### src/rtl/olsched_pkg.sv
package olsched_pkg;

    // Direction of the most recently issued burst on the data bus.
    typedef enum logic {
        DIR_RD = 1'b0,
        DIR_WR = 1'b1
    } dir_e;

    // Rank fields ahead of the wait count in the selection key.
    localparam int unsigned RANK_FLAGS = 5;

endpackage

### src/rtl/olsched_queue.sv
module olsched_queue #(
    parameter int unsigned DEPTH     = 8,
    parameter int unsigned BANK_W    = 2,
    parameter int unsigned ROW_W     = 8,
    parameter int unsigned AGE_LIMIT = 15,
    parameter int unsigned AGE_W     = $clog2(AGE_LIMIT + 1),
    parameter int unsigned IDX_W     = $clog2(DEPTH)
) (
    input  logic                             clk,
    input  logic                             rst_n,
    input  logic                             push,
    input  logic [BANK_W-1:0]                push_bank,
    input  logic [ROW_W-1:0]                 push_row,
    input  logic                             push_write,
    input  logic                             push_prio,
    input  logic                             pop,
    input  logic [IDX_W-1:0]                 pop_idx,
    output logic [DEPTH-1:0]                 slot_valid,
    output logic [DEPTH-1:0][BANK_W-1:0]     slot_bank,
    output logic [DEPTH-1:0][ROW_W-1:0]      slot_row,
    output logic [DEPTH-1:0]                 slot_write,
    output logic [DEPTH-1:0]                 slot_prio,
    output logic [DEPTH-1:0][AGE_W-1:0]      slot_age,
    output logic                             full
);

    typedef struct packed {
        logic              vld;
        logic [BANK_W-1:0] bank;
        logic [ROW_W-1:0]  row;
        logic              wr;
        logic              prio;
        logic [AGE_W-1:0]  age;
    } slot_t;

    localparam logic [AGE_W-1:0] AGE_SAT = AGE_W'(AGE_LIMIT);

    slot_t [DEPTH-1:0] slot_d, slot_q;
    logic              free_found;
    logic [IDX_W-1:0]  free_idx;

    always_comb begin
        free_found = 1'b0;
        free_idx   = '0;
        for (int i = 0; i < DEPTH; i++) begin
            if (!slot_q[i].vld && !free_found) begin
                free_found = 1'b1;
                free_idx   = IDX_W'(i);
            end
        end
    end

    always_comb begin
        slot_d = slot_q;
        for (int i = 0; i < DEPTH; i++) begin
            if (slot_q[i].vld) begin
                if (pop && (pop_idx == IDX_W'(i))) begin
                    slot_d[i].vld = 1'b0;
                end else if (slot_q[i].age != AGE_SAT) begin
                    slot_d[i].age = slot_q[i].age + 1'b1;
                end
            end
        end
        if (push && free_found) begin
            slot_d[free_idx].vld  = 1'b1;
            slot_d[free_idx].bank = push_bank;
            slot_d[free_idx].row  = push_row;
            slot_d[free_idx].wr   = push_write;
            slot_d[free_idx].prio = push_prio;
            slot_d[free_idx].age  = '0;
        end
    end

    always_ff @(posedge clk) begin
        if (!rst_n) begin
            slot_q <= '0;
        end else begin
            slot_q <= slot_d;
        end
    end

    generate
        for (genvar g = 0; g < DEPTH; g++) begin : g_out
            assign slot_valid[g] = slot_q[g].vld;
            assign slot_bank[g]  = slot_q[g].bank;
            assign slot_row[g]   = slot_q[g].row;
            assign slot_write[g] = slot_q[g].wr;
            assign slot_prio[g]  = slot_q[g].prio;
            assign slot_age[g]   = slot_q[g].age;
        end
    endgenerate

    assign full = !free_found;

endmodule

### src/rtl/olsched_rowtrack.sv
module olsched_rowtrack #(
    parameter int unsigned BANKS  = 4,
    parameter int unsigned BANK_W = $clog2(BANKS),
    parameter int unsigned ROW_W  = 8
) (
    input  logic                         clk,
    input  logic                         rst_n,
    input  logic                         upd,
    input  logic [BANK_W-1:0]            upd_bank,
    input  logic [ROW_W-1:0]             upd_row,
    output logic [BANKS-1:0]             open_vld,
    output logic [BANKS-1:0][ROW_W-1:0]  open_row
);

    typedef struct packed {
        logic             vld;
        logic [ROW_W-1:0] row;
    } bank_t;

    generate
        for (genvar b = 0; b < BANKS; b++) begin : g_bank
            bank_t bank_d, bank_q;

            always_comb begin
                bank_d = bank_q;
                if (upd && (upd_bank == BANK_W'(b))) begin
                    bank_d.vld = 1'b1;
                    bank_d.row = upd_row;
                end
            end

            always_ff @(posedge clk) begin
                if (!rst_n) begin
                    bank_q <= '0;
                end else begin
                    bank_q <= bank_d;
                end
            end

            assign open_vld[b] = bank_q.vld;
            assign open_row[b] = bank_q.row;
        end
    endgenerate

endmodule

### src/rtl/olsched_picker.sv
module olsched_picker
    import olsched_pkg::*;
#(
    parameter int unsigned DEPTH     = 8,
    parameter int unsigned BANKS     = 4,
    parameter int unsigned BANK_W    = $clog2(BANKS),
    parameter int unsigned ROW_W     = 8,
    parameter int unsigned AGE_LIMIT = 15,
    parameter int unsigned AGE_W     = $clog2(AGE_LIMIT + 1),
    parameter int unsigned IDX_W     = $clog2(DEPTH)
) (
    input  logic [DEPTH-1:0]                 slot_valid,
    input  logic [DEPTH-1:0][BANK_W-1:0]     slot_bank,
    input  logic [DEPTH-1:0][ROW_W-1:0]      slot_row,
    input  logic [DEPTH-1:0]                 slot_write,
    input  logic [DEPTH-1:0]                 slot_prio,
    input  logic [DEPTH-1:0][AGE_W-1:0]      slot_age,
    input  logic [BANKS-1:0]                 open_vld,
    input  logic [BANKS-1:0][ROW_W-1:0]      open_row,
    input  dir_e                             cur_dir,
    output logic                             any,
    output logic [IDX_W-1:0]                 sel_idx,
    output logic                             sel_hit
);

    localparam int unsigned KEY_W = RANK_FLAGS + AGE_W;
    localparam logic [AGE_W-1:0] AGE_SAT = AGE_W'(AGE_LIMIT);

    logic [DEPTH-1:0][KEY_W-1:0] key;
    logic [DEPTH-1:0]            hit;
    logic [KEY_W-1:0]            best_key;

    generate
        for (genvar g = 0; g < DEPTH; g++) begin : g_key
            logic starved;
            logic same_dir;
            assign hit[g]    = open_vld[slot_bank[g]] &&
                               (open_row[slot_bank[g]] == slot_row[g]);
            assign starved   = (slot_age[g] == AGE_SAT);
            assign same_dir  = (slot_write[g] == (cur_dir == DIR_WR));
            // Rank ladder, most significant first.
            assign key[g] = {starved, slot_prio[g], hit[g],
                             hit[g] & same_dir, ~slot_write[g], slot_age[g]};
        end
    endgenerate

    always_comb begin
        any      = 1'b0;
        best_key = '0;
        sel_idx  = '0;
        for (int i = 0; i < DEPTH; i++) begin
            if (slot_valid[i] && (!any || (key[i] > best_key))) begin
                any      = 1'b1;
                best_key = key[i];
                sel_idx  = IDX_W'(i);
            end
        end
    end

    assign sel_hit = hit[sel_idx];

endmodule

### src/rtl/olsched_top.sv
module olsched_top
    import olsched_pkg::*;
#(
    parameter int unsigned DEPTH     = 8,
    parameter int unsigned BANKS     = 4,
    parameter int unsigned ROW_W     = 8,
    parameter int unsigned AGE_LIMIT = 15
) (
    input  logic                       clk,
    input  logic                       rst_n,
    input  logic                       req_valid,
    input  logic [$clog2(BANKS)-1:0]   req_bank,
    input  logic [ROW_W-1:0]           req_row,
    input  logic                       req_write,
    input  logic                       req_prio,
    output logic                       req_ready,
    input  logic                       issue_en,
    output logic                       out_valid,
    output logic [$clog2(BANKS)-1:0]   out_bank,
    output logic [ROW_W-1:0]           out_row,
    output logic                       out_write,
    output logic                       out_prio,
    output logic                       out_miss
);

    localparam int unsigned BANK_W = $clog2(BANKS);
    localparam int unsigned IDX_W  = $clog2(DEPTH);
    localparam int unsigned AGE_W  = $clog2(AGE_LIMIT + 1);

    typedef struct packed {
        logic              vld;
        logic [BANK_W-1:0] bank;
        logic [ROW_W-1:0]  row;
        logic              wr;
        logic              prio;
        logic              miss;
        dir_e              dir;
    } issue_t;

    logic [DEPTH-1:0]                 slot_valid;
    logic [DEPTH-1:0][BANK_W-1:0]     slot_bank;
    logic [DEPTH-1:0][ROW_W-1:0]      slot_row;
    logic [DEPTH-1:0]                 slot_write;
    logic [DEPTH-1:0]                 slot_prio;
    logic [DEPTH-1:0][AGE_W-1:0]      slot_age;
    logic                             full;
    logic [BANKS-1:0]                 open_vld;
    logic [BANKS-1:0][ROW_W-1:0]      open_row;
    logic                             any;
    logic [IDX_W-1:0]                 sel_idx;
    logic                             sel_hit;
    logic                             fire;
    issue_t                           iss_d, iss_q;

    assign fire = issue_en && any;

    olsched_queue #(
        .DEPTH(DEPTH), .BANK_W(BANK_W), .ROW_W(ROW_W),
        .AGE_LIMIT(AGE_LIMIT), .AGE_W(AGE_W), .IDX_W(IDX_W)
    ) u_queue (
        .clk(clk), .rst_n(rst_n),
        .push(req_valid), .push_bank(req_bank), .push_row(req_row),
        .push_write(req_write), .push_prio(req_prio),
        .pop(fire), .pop_idx(sel_idx),
        .slot_valid(slot_valid), .slot_bank(slot_bank), .slot_row(slot_row),
        .slot_write(slot_write), .slot_prio(slot_prio), .slot_age(slot_age),
        .full(full)
    );

    olsched_rowtrack #(
        .BANKS(BANKS), .BANK_W(BANK_W), .ROW_W(ROW_W)
    ) u_rows (
        .clk(clk), .rst_n(rst_n),
        .upd(fire), .upd_bank(slot_bank[sel_idx]), .upd_row(slot_row[sel_idx]),
        .open_vld(open_vld), .open_row(open_row)
    );

    olsched_picker #(
        .DEPTH(DEPTH), .BANKS(BANKS), .BANK_W(BANK_W), .ROW_W(ROW_W),
        .AGE_LIMIT(AGE_LIMIT), .AGE_W(AGE_W), .IDX_W(IDX_W)
    ) u_pick (
        .slot_valid(slot_valid), .slot_bank(slot_bank), .slot_row(slot_row),
        .slot_write(slot_write), .slot_prio(slot_prio), .slot_age(slot_age),
        .open_vld(open_vld), .open_row(open_row), .cur_dir(iss_q.dir),
        .any(any), .sel_idx(sel_idx), .sel_hit(sel_hit)
    );

    always_comb begin
        iss_d     = iss_q;
        iss_d.vld = fire;
        if (fire) begin
            iss_d.bank = slot_bank[sel_idx];
            iss_d.row  = slot_row[sel_idx];
            iss_d.wr   = slot_write[sel_idx];
            iss_d.prio = slot_prio[sel_idx];
            iss_d.miss = !sel_hit;
            iss_d.dir  = slot_write[sel_idx] ? DIR_WR : DIR_RD;
        end
    end

    always_ff @(posedge clk) begin
        if (!rst_n) begin
            iss_q     <= '0;
            iss_q.dir <= DIR_RD;
        end else begin
            iss_q <= iss_d;
        end
    end

    assign req_ready = !full;
    assign out_valid = iss_q.vld;
    assign out_bank  = iss_q.bank;
    assign out_row   = iss_q.row;
    assign out_write = iss_q.wr;
    assign out_prio  = iss_q.prio;
    assign out_miss  = iss_q.miss;

endmodule

### config.mk
export PLATFORM = sky130hd
export DESIGN_NAME = olsched_top
export DESIGN_NICKNAME = d
export VERILOG_FILES = /design/src/rtl/olsched_pkg.sv /design/src/rtl/olsched_queue.sv /design/src/rtl/olsched_rowtrack.sv /design/src/rtl/olsched_picker.sv /design/src/rtl/olsched_top.sv
export SDC_FILE = /design/constraint.sdc
export NUM_CORES = 1
export LEC_CHECK = 0
export ABC_AREA = 1
export ABC_CLOCK_PERIOD_IN_PS = 13200
export BUFFER_PORTS_ARGS = -buffer_cell sky130_fd_sc_hd__buf_2
export CAP_MARGIN = 20
export CELL_PAD_IN_SITES_DETAIL_PLACEMENT = 1
export CELL_PAD_IN_SITES_GLOBAL_PLACEMENT = 2
export CORE_ASPECT_RATIO = 0.75
export CORE_MARGIN = 2
export CORE_UTILIZATION = 35
export DETAILED_ROUTE_END_ITERATION = 8
export HOLD_SLACK_MARGIN = 0.08
export PLACE_DENSITY_LB_ADDON = 0.1
export SLEW_MARGIN = 20
export SYNTH_ARGS = -nofsm -noshare
export SYNTH_HDL_FRONTEND = slang
export SYNTH_SLANG_ARGS = --single-unit
export TNS_END_PERCENT = 20
### constraint.sdc
create_clock -name clk -period 13.2 [get_ports clk]
set_input_delay 3.3 -clock clk [delete_from_list [all_inputs] [get_ports clk]]
set_output_delay 3.3 -clock clk [all_outputs]
set_load 0.02 [all_outputs]
Word level (Yosys, flattened, before mapping)
Index checks and enable logic that the tools add are counted.
Widths: inputs -> output; s select.

storage, ports and cells
  register bits after elaboration = 187
  input port bits = 16
  output and inout port bits = 15
  word-level logic and storage cells = 353

operators by class
  add/sub/neg operators = 8
  magnitude comparators = 18
  eq/ne operators = 42
  mux-type cells = 139
  bitwise gates (word level) = 16
  reduce and logical (&&, ||, !) cells = 67

operator list
  cell                 number
  $bwmux 136           6
  $demux 17 s3         6
  $mux 136             1
  $bmux 8 s2           8
  $mux 4               25
  $mux 8               9
  $eq 8x8->1           8
  $gt 9x9->1           7
  $mux 9               7
  $mux 1               46
  $logic_and 1x1->1    37
  $add 4x1->4 const B  8
  $eq 4x4->1 const B   8
  $ne 4x4->1 const B   8
  $mux 3               10
  $bmux 8 s3           1
  $lt 2x3->1 const B   8
  $logic_not 1->1      21
  $mux 17              1
  $bmux 1 s2           8
  $mux 16              1
  $mux 14              1
  $eq 3x3->1 const B   4
  $bmux 1 s3           3
  16 further kinds     48

Longest topological paths before layout
  depth after elaboration = 45
  gate-level depth with buffers = 110
  gate-level depth less buffers = 102

Hierarchy
Synthesis repeated with hierarchy kept, for this count alone.

unflattened totals
  cell total of the unflattened synthesis = 2483
  area, all modules = 14784.2 sq um

by module, submodules not included
  module            instances  cells each  area an instance (sq um)  seq. area each (sq um)
  olsched_queue     1          793         5781.8                    2722.6
  olsched_picker    1          1115        5765.5                    0.0
  olsched_top       1          354         1704.1                    280.3
  olsched_rowtrack  1          221         1532.7                    720.7

Worst setup path before layout
Ideal clock, no wire load.

  path type = register to register
  start = register with a tool-made name
  end = register u_rows.g_bank[1].bank_q (netlist bit u_rows.open_row[14])
  setup time = 0.113 ns
  data arrival time = 10.974 ns
  data required time = 13.087 ns
  setup slack = 2.114 ns
  stages on the path, launching flop included = 95
  buffers on the path = 9
  clock period less this slack = 11.086 ns
  cell sequence = dfxtp_1 -> inv_2 -> buf_2 -> nand2_1 -> nand3_1 -> nand2_1 -> xor2_1 -> nand3_1 -> nor3_2 -> nand2_1 -> ha_1 -> nand2_1 -> nor2_2 -> nand3b_1 -> nand3_1 -> nand2_1 -> nand2_1 -> nand2_1 -> [59 not listed] -> nand2_1 -> nand3_1 -> nand2_1 -> nand2_2 -> nand2_4 -> nand2_4 -> nor2_1 -> buf_4 -> nand2_1 -> nor2_2 -> nand3_2 -> nand2_4 -> inv_4 -> nor2_8 -> buf_6 -> nand2_1 -> nand2_1 -> nor2_1

RTL lines
  what                    RTL line                text
  end signal: assignment  olsched_rowtrack.sv:36  bank_q <= bank_d;
  end: declaration        olsched_rowtrack.sv:22  bank_t bank_d, bank_q;

Worst setup path after layout
  start = register u_rows.g_bank[1].bank_q (netlist bit u_rows.open_row[14])
  end = register u_rows.g_bank[1].bank_q (netlist bit u_rows.open_row[14])

on the way
  cells in the longest elaborated chain, start to end = 38
  elaborated cells between the ends (all ways) = 95
  those cells by class = order compare (7); eq/ne (9); mux (41); bitwise (8); reduce/logical (30)

RTL lines
  what                                           RTL line                text
  $bmux 8 s2                                     olsched_picker.sv:38    (open_row[slot_bank[g]] == slot_row[g]);
  $mux 8 (implied by the code)                   olsched_picker.sv:38
  $eq 8x8->1                                     olsched_picker.sv:38
  $logic_and 1x1->1                              olsched_picker.sv:37    assign hit[g] = open_vld[slot_bank[g]] &&
  $and 1x1->1                                    olsched_picker.sv:43    hit[g] & same_dir, ~slot_write[g], slot_age[g]};
  $mux 9                                         olsched_picker.sv:52    if (slot_valid[i] && (!any || (key[i] > best_key))) begin
  $gt 9x9->1                                     olsched_picker.sv:52
  $logic_or 1x1->1                               olsched_picker.sv:52
  [22 not listed]                                -
  $gt 9x9->1 or $logic_not 1->1 (tied branches)  olsched_picker.sv:52
  $logic_or 1x1->1                               olsched_picker.sv:52
  $logic_and 1x1->1                              olsched_picker.sv:52
  $mux 3                                         olsched_picker.sv:52
  $bmux 2 s3                                     olsched_top.sv:74       .upd(fire), .upd_bank(slot_bank[sel_idx]), .upd_row(slot_row[sel_idx]),
  $mux 2 (implied by the code)                   olsched_top.sv:74
  $eq 2x1->1                                     olsched_rowtrack.sv:26  if (upd && (upd_bank == BANK_W'(b))) begin
  $logic_and 1x1->1                              olsched_rowtrack.sv:26

Parallel ways exist; a longest one is shown, timed or not. The select of a mux whose other input is x is not followed.
A chain may end at the register's enable or synchronous reset.

==> results.yml <==
timing:
  layout_setup_ws_ns: 0.893
  period_share_pct: 93.2
  max_freq_ghz: 0.0813
  finalSetupViolCount: 0
  hold_viol_final: 0
  tightest_slew_ns: 1.11
  maxSlewViolCount: 0
  layout_min_cycle_time_ns: 12.31
  skew_ns: 0.0151
  timing.slew.headroom_pct: 25.3
cts:
  path_clk_slew_ns: 0.08
  root_buffer: "clkbuf_16"
  clock_path_buffers: 2
  h-tree-depth: 4
  cts_sinks: 186
  ctsHoldBuffers: 0
  cts_made_buffers: 17
  clk_latency_ns: 0.48
  cts_tree: "yes"
yosys:
  synth-compound-area-share_pct: 20.6
  synthFlopType: "dfxtp_1"
  synth-seq-cells: 186
  synth-edff-count: 0
  synthCells: 2198
  ys_seq_area_share_pct: 27.4
  synth.distinct_cells: 51
  synth_warnings: 0
  ys_top_cells_by_area: "dfxtp_1 27%, nand2_1 17%, a21oi_1 9.2%"
  synth_top_family_by_area: "simple AND/OR/NAND/NOR gates"
  yosysMostFrequentCell: "nand2_1"
  synthSimpleGateAreaFrac_pct: 33.2
  synth.top_cells.by_count: "616 x nand2_1, 250 x a21oi_1, 223 x o21ai_0, 186 x dfxtp_1, 184 x nand3_1"
  synthArstFlopShare_pct: 0
  netlist_area_um2: 13600
  synthDominantCellAreaShare_pct: 27.4
  synth-xor-area-share_pct: 2.32
  synth_nets: 2285
  post-synth-top-area-cell: "dfxtp_1"
  synth_fa_ha_area_share_pct: 6.54
  synth.avg_cell_area_um2: 6.18
  synth.mux.area_fraction_pct: 0.0736
power:
  p_sw_share_pct: 37.2
  intPower_uw: 964
  p_switching_uw: 570
  p_leak_uw: 0.00615
  vdd_drop_max_uv: 95.3
  power_frac_comb_pct: 25.0
  p_clk_share_pct: 35.8
  powerDensity_nw_per_um2: 101
  seq_power_share_pct: 39.3
routing:
  dr_total_vias: 15300
  vias_per_cell: 5.61
  ant_nets: 0
  wl_per_cell_um: 23.1
  drc_errors: 0
  first_iter_violations: 1541
  wl_mm: 63.1
  firstDrtPassIters: 5
worst_setup_path:
  slowest_delay_ns: 0.57
  critical_path_class: "register to register"
  worst_path_most_repeated_cell: "nand2_1"
  critPathSlowestCell: "dfxtp_1"
  cp-end-kind: "register"
  cp.arrival_ns: 12.68
  cp_max_fo: 19
  cp.required_ns: 13.58
  cp-start-kind: "register"
global_routing:
  grt_pass1_wl_mm: 93.8
  grt_pass1_vias: 14700
  antenna_found_initial: 1
  grt_max_degree: 55
  gr-usage-all-layers_pct: 31.0
  overflow: 0
layout:
  drive_above_1_share_pct: 10.8
  layout.nets: 2290
  n_antenna_cell: 0
  fin_util_pct: 39.7
  area_delta_synth_final_pct: 11.8
floorplan:
  dieWidth_um: 232
  ioPinCount: 31
  die_y_um: 175
  die_area_um2: 40400
  initial_core_util_pct: 35.5
  num_rows: 62
  core_area_um2: 38300
min_path:
  hold_path_class: "register to register"
flow_run:
  cap_violations: 0
placement:
  gp_congestion: 0.932
  hpwl_mm: 47.7
  post-place-ws_ns: -0.484
  portBuffers: 30
outcome:
  outcome: "finished clean"
-- metal layers --
layer / vias up / share of wire, % / track usage (%)
li1: 7279 / - / -
met1: 7479 / 51 / 48.2
met2: 511 / 39 / 41.9
met3: 45 / 8.8 / 7.98
met4: 0 / 1.3 / 6.25
met5: - / 0 / 0
-- final timing paths --
kind,startpoint,end,slack [ns],depth (start not counted)
worst min-delay path,u_queue.slot_age[8],u_queue.slot_age[8],0.49,2
worst max-delay path,u_rows.open_row[14],u_rows.open_row[14],0.89,89
worst min register to register,u_queue.slot_age[8],u_queue.slot_age[8],0.49,2
worst max register to register,u_rows.open_row[14],u_rows.open_row[14],0.89,89
-- cell type report --
cell class | count | area (um^2)
timing repair buffer | 111 | 795
inverter | 187 | 734
clock inverter | 15 | 149
multi-input combinational | 1700 | 8710
sequential | 186 | 3740
tap | 512 | 641
fill | 5069 | 23100
clock buffer | 17 | 425
-- power by group through the flow --
stage,Sequential [uW],Clock (uW),Combinational (uW)
final,602,548,383
after detailed placement,614,0,351
after global placement,614,0,343
after CTS,601,555,354
after global routing,604,576,424
after floorplan,604,0,233
-- cells by family (layout without fill, tap and decap cells) --
logic type | count (synthesis) | after routing
compound gates | 532 | 532
xor+xnor | 36 | 36
fa+ha+maj | 71 | 71
simple gates | 1053 | 1060
flops | 186 | 186
buf+inv | 319 | 330
mux | 1 | 1
-- per-stage QoR --
| stage | cells | TNS [ns] | hold slack, ns | power [uW] | area [um^2] |
|---|---|---|---|---|---|
| floorplan | 2198 | 0 | 0.439 | 837 | 13600 |
| global placement | 2665 | -4.34 | 0.451 | 957 | 14200 |
| detailed placement | 2665 | -17.65 | 0.461 | 965 | 14200 |
| CTS | 2697 | 0 | 0.480 | 1510 | 14800 |
| global route | 2728 | -0.329 | 0.513 | 1600 | 15200 |
| finish | 2728 | 0 | 0.488 | 1530 | 15200 |
-- layout by cell type, fill, tap and decap left out, drive strengths merged, types with 18 or more instances in the layout --
cell type	netlist	final
dfxtp	186	186
a211oi	18	18
a21oi	253	253
nand2	634	637
inv	185	190
nor2	174	177
xor2	34	34
nor3	21	21
nand3	190	191
ha	71	71
clkbuf	68	18
buf	64	110
o21ai	234	234
-- timing repair --
action / 4_1_cts / 5_1_grt
setup endpoints to repair: 80 / 89
cloned: 0 / 7
pin swaps: 0 / 9
gates resized for setup: 10 / 66
buffers inserted: 0 / 23
-- critical path, delay by kind of cell (launching register included) --
family	cells	cell delay, ns
flip-flops	1	0.57
AO/OA/AOI/OAI	11	1.70
AND/OR/NAND/NOR	68	7.27
adder cells (fa/ha/maj)	7	2.16
buffers and inverters	3	0.44
(Power assumes the default switching activity.)
